File: src/rtl/atr_pkg.sv
package atr_pkg;

    typedef enum logic [3:0] {
        ST_IDLE,
        ST_WAIT_TS,
        ST_FORMAT,
        ST_IFACE,
        ST_HIST,
        ST_CHECK,
        ST_DONE,
        ST_FAULT,
        ST_TIMEOUT
    } atr_state_e;

    typedef enum logic [1:0] {
        SL_TA,
        SL_TB,
        SL_TC,
        SL_TD
    } atr_slot_e;

    localparam int unsigned NPROTO = 16;

    localparam logic [7:0] LEAD_DIRECT  = 8'h3B;
    localparam logic [7:0] LEAD_INVERSE = 8'h3F;

    localparam logic [3:0] DEF_FI = 4'd1;
    localparam logic [3:0] DEF_DI = 4'd1;
    localparam logic [7:0] DEF_N  = 8'd0;
    localparam logic [7:0] DEF_WI = 8'd10;

endpackage

File: src/rtl/atr_ck_accum.sv
module atr_ck_accum #(
    parameter int unsigned MAX_BYTES = 32
) (
    input  logic       clk,
    input  logic       rst_n,
    input  logic       clr,
    input  logic       cnt_en,
    input  logic       xor_en,
    input  logic [7:0] data,
    output logic [7:0] xor_q,
    output logic       full
);
    localparam int unsigned CW = $clog2(MAX_BYTES + 1);
    localparam logic [CW-1:0] LIMIT = CW'(MAX_BYTES);

    logic [CW-1:0] cnt_q;

    always_ff @(posedge clk or negedge rst_n) begin
        if (!rst_n) begin
            cnt_q <= '0;
            xor_q <= '0;
        end else if (clr) begin
            cnt_q <= '0;
            xor_q <= '0;
        end else begin
            if (cnt_en) cnt_q <= cnt_q + 1'b1;
            if (xor_en) xor_q <= xor_q ^ data;
        end
    end

    assign full = (cnt_q == LIMIT);

endmodule

File: src/rtl/atr_wait_timer.sv
module atr_wait_timer #(
    parameter int unsigned WAIT_ETU = 9600
) (
    input  logic clk,
    input  logic rst_n,
    input  logic clr,
    input  logic arm,
    input  logic tick,
    output logic expire
);
    localparam int unsigned TW = $clog2(WAIT_ETU + 1);
    localparam logic [TW-1:0] LAST = TW'(WAIT_ETU - 1);

    logic [TW-1:0] cnt_q;

    always_ff @(posedge clk or negedge rst_n) begin
        if (!rst_n)            cnt_q <= '0;
        else if (clr || !arm)  cnt_q <= '0;
        else if (tick)         cnt_q <= cnt_q + 1'b1;
    end

    assign expire = arm && !clr && tick && (cnt_q == LAST);

endmodule

File: src/rtl/atr_field_store.sv
module atr_field_store
    import atr_pkg::*;
(
    input  logic              clk,
    input  logic              rst_n,
    input  logic              clr,
    input  logic              ta1_we,
    input  logic              tc1_we,
    input  logic              tc2_we,
    input  logic              td_we,
    input  logic [7:0]        data,
    output logic [3:0]        fi,
    output logic [3:0]        di,
    output logic [7:0]        n,
    output logic [7:0]        wi,
    output logic [NPROTO-1:0] proto_mask
);
    logic [NPROTO-1:0] mask_q;
    logic              td_seen_q;

    always_ff @(posedge clk or negedge rst_n) begin
        if (!rst_n) begin
            fi        <= DEF_FI;
            di        <= DEF_DI;
            n         <= DEF_N;
            wi        <= DEF_WI;
            td_seen_q <= 1'b0;
        end else if (clr) begin
            fi        <= DEF_FI;
            di        <= DEF_DI;
            n         <= DEF_N;
            wi        <= DEF_WI;
            td_seen_q <= 1'b0;
        end else begin
            if (ta1_we) begin
                fi <= data[7:4];
                di <= data[3:0];
            end
            if (tc1_we) n  <= data;
            if (tc2_we) wi <= data;
            if (td_we)  td_seen_q <= 1'b1;
        end
    end

    for (genvar j = 0; j < NPROTO; j++) begin : g_proto
        always_ff @(posedge clk or negedge rst_n) begin
            if (!rst_n)                           mask_q[j] <= 1'b0;
            else if (clr)                         mask_q[j] <= 1'b0;
            else if (td_we && data[3:0] == 4'(j)) mask_q[j] <= 1'b1;
        end
    end

    assign proto_mask = td_seen_q ? mask_q : NPROTO'(1);

endmodule

File: src/rtl/atr_parser.sv
module atr_parser
    import atr_pkg::*;
#(
    parameter int unsigned WAIT_ETU  = 9600,
    parameter int unsigned MAX_BYTES = 32
) (
    input  logic        clk,
    input  logic        rst_n,
    input  logic        start,
    input  logic        byte_valid,
    input  logic [7:0]  byte_data,
    input  logic        etu_tick,
    output logic        done,
    output logic        fmt_err,
    output logic        timeout,
    output logic        conv_inverse,
    output logic [3:0]  fi_code,
    output logic [3:0]  di_code,
    output logic [7:0]  guard_n,
    output logic [7:0]  wi_code,
    output logic [15:0] proto_mask
);
    localparam int unsigned GW = $clog2(MAX_BYTES + 2);

    atr_state_e  state_q, state_d;
    logic [3:0]  pending_q;
    logic [3:0]  hist_q;
    logic [GW-1:0] grp_q;
    logic        need_ck_q;
    logic        conv_q;

    logic        parsing;
    logic        take;
    logic        cnt_full;
    logic        accept;
    logic        expire;
    logic [7:0]  xor_q;
    atr_slot_e   slot;
    logic [3:0]  slot_bit;
    logic [3:0]  pend_after;
    logic        need_after;
    logic        iface_take;
    logic        lead_ok;

    assign parsing = (state_q == ST_FORMAT) || (state_q == ST_IFACE) ||
                     (state_q == ST_HIST)   || (state_q == ST_CHECK);
    assign take    = byte_valid && !start;
    assign accept  = take && parsing && !cnt_full;
    assign lead_ok = (byte_data == LEAD_DIRECT) || (byte_data == LEAD_INVERSE);

    // lowest announced interface byte comes next
    always_comb begin
        if (pending_q[0])      slot = SL_TA;
        else if (pending_q[1]) slot = SL_TB;
        else if (pending_q[2]) slot = SL_TC;
        else                   slot = SL_TD;
    end

    assign slot_bit   = 4'b0001 << slot;
    assign pend_after = (slot == SL_TD) ? byte_data[7:4] : (pending_q & ~slot_bit);
    assign need_after = need_ck_q || ((slot == SL_TD) && (byte_data[3:0] != 4'd0));
    assign iface_take = accept && (state_q == ST_IFACE);

    atr_ck_accum #(.MAX_BYTES(MAX_BYTES)) u_accum (
        .clk    (clk),
        .rst_n  (rst_n),
        .clr    (start),
        .cnt_en (accept),
        .xor_en (accept && (state_q != ST_CHECK)),
        .data   (byte_data),
        .xor_q  (xor_q),
        .full   (cnt_full)
    );

    atr_wait_timer #(.WAIT_ETU(WAIT_ETU)) u_timer (
        .clk    (clk),
        .rst_n  (rst_n),
        .clr    (start || (parsing && byte_valid)),
        .arm    (parsing),
        .tick   (etu_tick),
        .expire (expire)
    );

    atr_field_store u_fields (
        .clk        (clk),
        .rst_n      (rst_n),
        .clr        (start),
        .ta1_we     (iface_take && slot == SL_TA && grp_q == GW'(1)),
        .tc1_we     (iface_take && slot == SL_TC && grp_q == GW'(1)),
        .tc2_we     (iface_take && slot == SL_TC && grp_q == GW'(2)),
        .td_we      (iface_take && slot == SL_TD),
        .data       (byte_data),
        .fi         (fi_code),
        .di         (di_code),
        .n          (guard_n),
        .wi         (wi_code),
        .proto_mask (proto_mask)
    );

    // next state
    always_comb begin
        state_d = state_q;
        if (start) begin
            state_d = ST_WAIT_TS;
        end else begin
            unique case (state_q)
                ST_IDLE: ;
                ST_WAIT_TS:
                    if (byte_valid) state_d = lead_ok ? ST_FORMAT : ST_FAULT;
                ST_FORMAT:
                    if (byte_valid) begin
                        if (cnt_full)                   state_d = ST_FAULT;
                        else if (byte_data[7:4] != 4'd0) state_d = ST_IFACE;
                        else if (byte_data[3:0] != 4'd0) state_d = ST_HIST;
                        else                            state_d = ST_DONE;
                    end else if (expire) state_d = ST_TIMEOUT;
                ST_IFACE:
                    if (byte_valid) begin
                        if (cnt_full)               state_d = ST_FAULT;
                        else if (pend_after != 4'd0) state_d = ST_IFACE;
                        else if (hist_q != 4'd0)     state_d = ST_HIST;
                        else if (need_after)         state_d = ST_CHECK;
                        else                        state_d = ST_DONE;
                    end else if (expire) state_d = ST_TIMEOUT;
                ST_HIST:
                    if (byte_valid) begin
                        if (cnt_full)              state_d = ST_FAULT;
                        else if (hist_q == 4'd1)   state_d = need_ck_q ? ST_CHECK : ST_DONE;
                    end else if (expire) state_d = ST_TIMEOUT;
                ST_CHECK:
                    if (byte_valid) begin
                        if (cnt_full)                      state_d = ST_FAULT;
                        else if ((xor_q ^ byte_data) == 8'd0) state_d = ST_DONE;
                        else                               state_d = ST_FAULT;
                    end else if (expire) state_d = ST_TIMEOUT;
                ST_DONE:
                    if (byte_valid) state_d = ST_FAULT;
                ST_FAULT: ;
                ST_TIMEOUT: ;
            endcase
        end
    end

    // state register
    always_ff @(posedge clk or negedge rst_n) begin
        if (!rst_n) state_q <= ST_IDLE;
        else        state_q <= state_d;
    end

    // walk bookkeeping
    always_ff @(posedge clk or negedge rst_n) begin
        if (!rst_n) begin
            pending_q <= '0;
            hist_q    <= '0;
            grp_q     <= '0;
            need_ck_q <= 1'b0;
            conv_q    <= 1'b0;
        end else if (start) begin
            pending_q <= '0;
            hist_q    <= '0;
            grp_q     <= '0;
            need_ck_q <= 1'b0;
            conv_q    <= 1'b0;
        end else if (take && state_q == ST_WAIT_TS) begin
            if (lead_ok) conv_q <= (byte_data == LEAD_INVERSE);
        end else if (accept) begin
            unique case (state_q)
                ST_FORMAT: begin
                    pending_q <= byte_data[7:4];
                    hist_q    <= byte_data[3:0];
                    grp_q     <= GW'(1);
                end
                ST_IFACE: begin
                    pending_q <= pend_after;
                    need_ck_q <= need_after;
                    if (slot == SL_TD) grp_q <= grp_q + 1'b1;
                end
                ST_HIST:  hist_q <= hist_q - 1'b1;
                default: ;
            endcase
        end
    end

    // outputs
    always_comb begin
        done         = (state_q == ST_DONE);
        fmt_err      = (state_q == ST_FAULT);
        timeout      = (state_q == ST_TIMEOUT);
        conv_inverse = conv_q;
    end

endmodule

File: config.mk
export PLATFORM = sky130hd
export DESIGN_NAME = atr_parser
export DESIGN_NICKNAME = d
export VERILOG_FILES = /design/src/rtl/atr_pkg.sv /design/src/rtl/atr_ck_accum.sv /design/src/rtl/atr_wait_timer.sv /design/src/rtl/atr_field_store.sv /design/src/rtl/atr_parser.sv
export SDC_FILE = /design/constraint.sdc
export NUM_CORES = 1
export LEC_CHECK = 0
export BUFFER_PORTS_ARGS = -buffer_cell sky130_fd_sc_hd__buf_2
export CAP_MARGIN = 30
export CORE_AREA = 2 2 72 125
export CTS_CLUSTER_DIAMETER = 200
export DETAILED_ROUTE_END_ITERATION = 8
export DIE_AREA = 0 0 74 127
export PLACE_DENSITY = 0.85
export SYNTH_ARGS = -nofsm -noshare
export SYNTH_HDL_FRONTEND = slang
export SYNTH_SLANG_ARGS = --single-unit
File: constraint.sdc
create_clock -name clk -period 2.6 [get_ports clk]
set_clock_uncertainty 0.15 [all_clocks]
set_input_delay 0.52 -clock clk [delete_from_list [all_inputs] [get_ports clk]]
set_output_delay 0.52 -clock clk [all_outputs]
set_load 0.01 [all_outputs]
==> metrics.md <==
| Metric | Value |
|---|---|
| Status | completed |
| Top post-synthesis cells by count | nor2_1, dfrtp_1, xor2_1 |
| Diode count | 0 |
| Clock Path Buffers | 2 |
| Clock transition at path regs | around 70 ps |
| Dominant cell by count in the synthesized netlist | nor2_1 |
| CP Class | flop to flop |
| Vias per cell | 5.757 |
| Fin. max-slew vios | 0 |
| Fraction of registers with async set/reset | 1.000 |
| Max_slew headroom | 0.5465 |
| Placed cells | ~670 |
| RSZ-0062 raised after global routing | false |
| FF-to-FF Start | u_accum.cnt_q[0] |
| Area post-placement | between 0.005 and 0.006 sq mm |
| Arrival @ worst endpoint | about 2500 ps |
| DR vias | 3955 |
| Sum Neg Setup Slack | 0 ps |
| Post-Syn Area per Cell | about 9.4 sq um |
| R2R depth | 9 |
| Die Area | between 0.009 and 0.01 sq mm |
| DR WL/cell | 16.80 um |
| Root Driver | clkbuf_16 |
| Vias in the first global route | approximately 4000 |
| Global-route wire length before repair | around 19000 um |
| PD cells | approximately 660 mW/mm^2 |
| Placer congestion estimate | ~0.89 |
| Register area share after synthesis | 0.4642 |
| Post-route ant nets | 0 |
| Htree depth | 3 |
| Antenna violations before repair | 0 |
| Syn. warnings | 0 |
| Post-Syn Instances | 512 |
| Hold Buf Count CTS | 0 |
| Period minus WS final | around 2400 ps |
| Synth Cell Area | 0.004808 sq mm |
| Fin area | roughly 0.0056 sq mm |
| Critical path launch point type | flop |
| Post-CTS sizing | 0 |
| Slew @ Worst Pin | 675.1 ps |
| Ports | 57 |
| Worst endpoint required time | 2670 ps |
| Max IR drop VDD | around 0.55 mV |
| CTS tree | yes |
| Critical Path End Type | flop |
| Clock buffer count from CTS | 9 |
| Layout cells sized above 1 | 0.1888 |
| Die Wd | between 70 and 80 um |
| Core Area | between 0.008 and 0.009 sq mm |
| P_leak | approximately 2.6 nW |
| Clk sink count | just under 90 |
| Drt initial violations | roughly 350 |
| Dominant cell type by area after synthesis | dfrtp_1 |
| Critical path origin | u_accum.cnt_q[0] |
| Area grow syn2layout | 15.82% |
| Initial core utilization | 0.5784 |
| Overflow after GRT | 0 |
| Port Buffers | 56 |
| Final wirelength | 11540 um |
| Final non-filler cell total | between 600 and 700 |
| Max Fanout on Critical Path | 8 |
| Nets | between 500 and 600 |
| Post-synth cell types | between 60 and 70 |
| Yosys top cell area share | 0.4424 |
| GRT Total Usage | 0.2587 |
| EDFF count, synth | 0 |
| Post-DP HPWL | between 7000 and 8000 um |
| Syn nets | between 500 and 600 |
| MaxCap Viol Count | 0 |
| Residual DRC count | 0 |
| Final setup fails | 0 |
| Reg2reg setup slack | 160 ps |
| Number of synthesized register bits | roughly 90 |
| Crit share post-route | 0.9371 |
| Die H | 127 um |
| Primary FF master, synth | dfrtp_1 |
| Setup Buffers After CTS | 0 |
| HP Class | primary input to async pin |
| Critical R2R Capture | u_fields.n[0] |
| Fmax | between 400 and 500 MHz |
| DRT Pass-1 Iters | 5 |
| Largest cells by area after synthesis | dfrtp_1, nor2_1, xor2_1, mux2i_1, ha_1 |
| Final hold violations | 0 |
| Clk_lat worst skew | ~350 ps |
| # rows | 44 |
| Largest net degree at the start of global routing | between 40 and 50 |
## stage by stage
stage	power, mW	util	setup slack (ps)	hold WS, ps
2_1_floorplan	2.178	-	308.2	74.41
3_3_place_gp	2.397	0.6329	216.1	336.0
3_5_place_dp	2.428	0.6329	115.4	357.8
4_1_cts	3.664	0.6668	75.22	31.65
5_1_grt	3.851	0.6699	10.39	68.32
6_report	3.679	0.6699	163.6	18.46
## metal layers
metal	up-vias	share of wire	track usage
met3	36	0.039	0.04732
met5	-	0	0
met1	1920	0.38	0.3062
li1	1859	-	-
met2	140	0.54	0.4364
met4	0	0.037	0.1348
## placed cells by master (no fill, tap or decap), types with 6 or more instances in the layout
cell and instances:
dfrtp_1 85, nor3_1 6, nand2b_1 9, a21oi_1 18
and3_1 8, buf_4 21, nand4_1 7, clkbuf_16 9
nor2_1 90, o22ai_1 12, xnor2_1 6, nand3_1 11
and2_1 15, o21ai_0 17, inv_1 24, ha_1 9
buf_2 55, xor2_1 31, nand2_1 28, mux2i_1 26
## state kept, by name, summed over array words and instances, names as in the netlist, 6 cells and up
signal,flops
u_timer.cnt_q,14
u_fields.mask_q,16
u_fields.wi,8
u_accum.xor_q,8
u_accum.cnt_q,6
u_fields.n,8
grp_q,6
## power breakdown
part	internal (mW)	total [mW]	switching [mW]
combinational	0.356	0.900	0.544
clock	0.681	1.23	0.547
sequential	1.45	1.55	0.0966
total	2.49	3.68	1.19
## cells by family after synthesis
group / after synthesis / synth area share
xor+xnor: 37 / 0.06740
flops: 89 / 0.4642
simple gates: 213 / 0.2272
buf+inv: 57 / 0.04866
fa+ha+maj: 9 / 0.02342
compound gates: 81 / 0.1150
mux: 26 / 0.05412
## final cells by class
type	instances	area, sq um
clock buffer	11	242.7
clock inverter	5	38.79
fill	627	2744
inverter	24	90.09
multi-input combinational	366	2369
sequential	89	2232
tap	115	143.9
timing repair buffer	77	452.9
## worst max path at each step
stage                                     to  slack [ps]  cells past startpoint
final                          u_fields.n[0]         160                      9
after global routing           u_fields.n[0]          10                      9
after CTS                 u_fields.mask_q[9]          80                      8
after detailed placement       u_fields.n[4]         120                      9
after global placement            state_q[0]         220                      6
after floorplan                u_fields.n[1]         310                      9
## critical path, cell delays in order (launching register included)
cell       delay (ps)
dfrtp_1           420
inv_1              60
ha_1              190
and4bb_4          230
a2111oi_4         370
and3_4            260
and3_1            160
buf_4             190
mux2i_1           210
nor2_1             60
(Power assumes the default switching activity.)
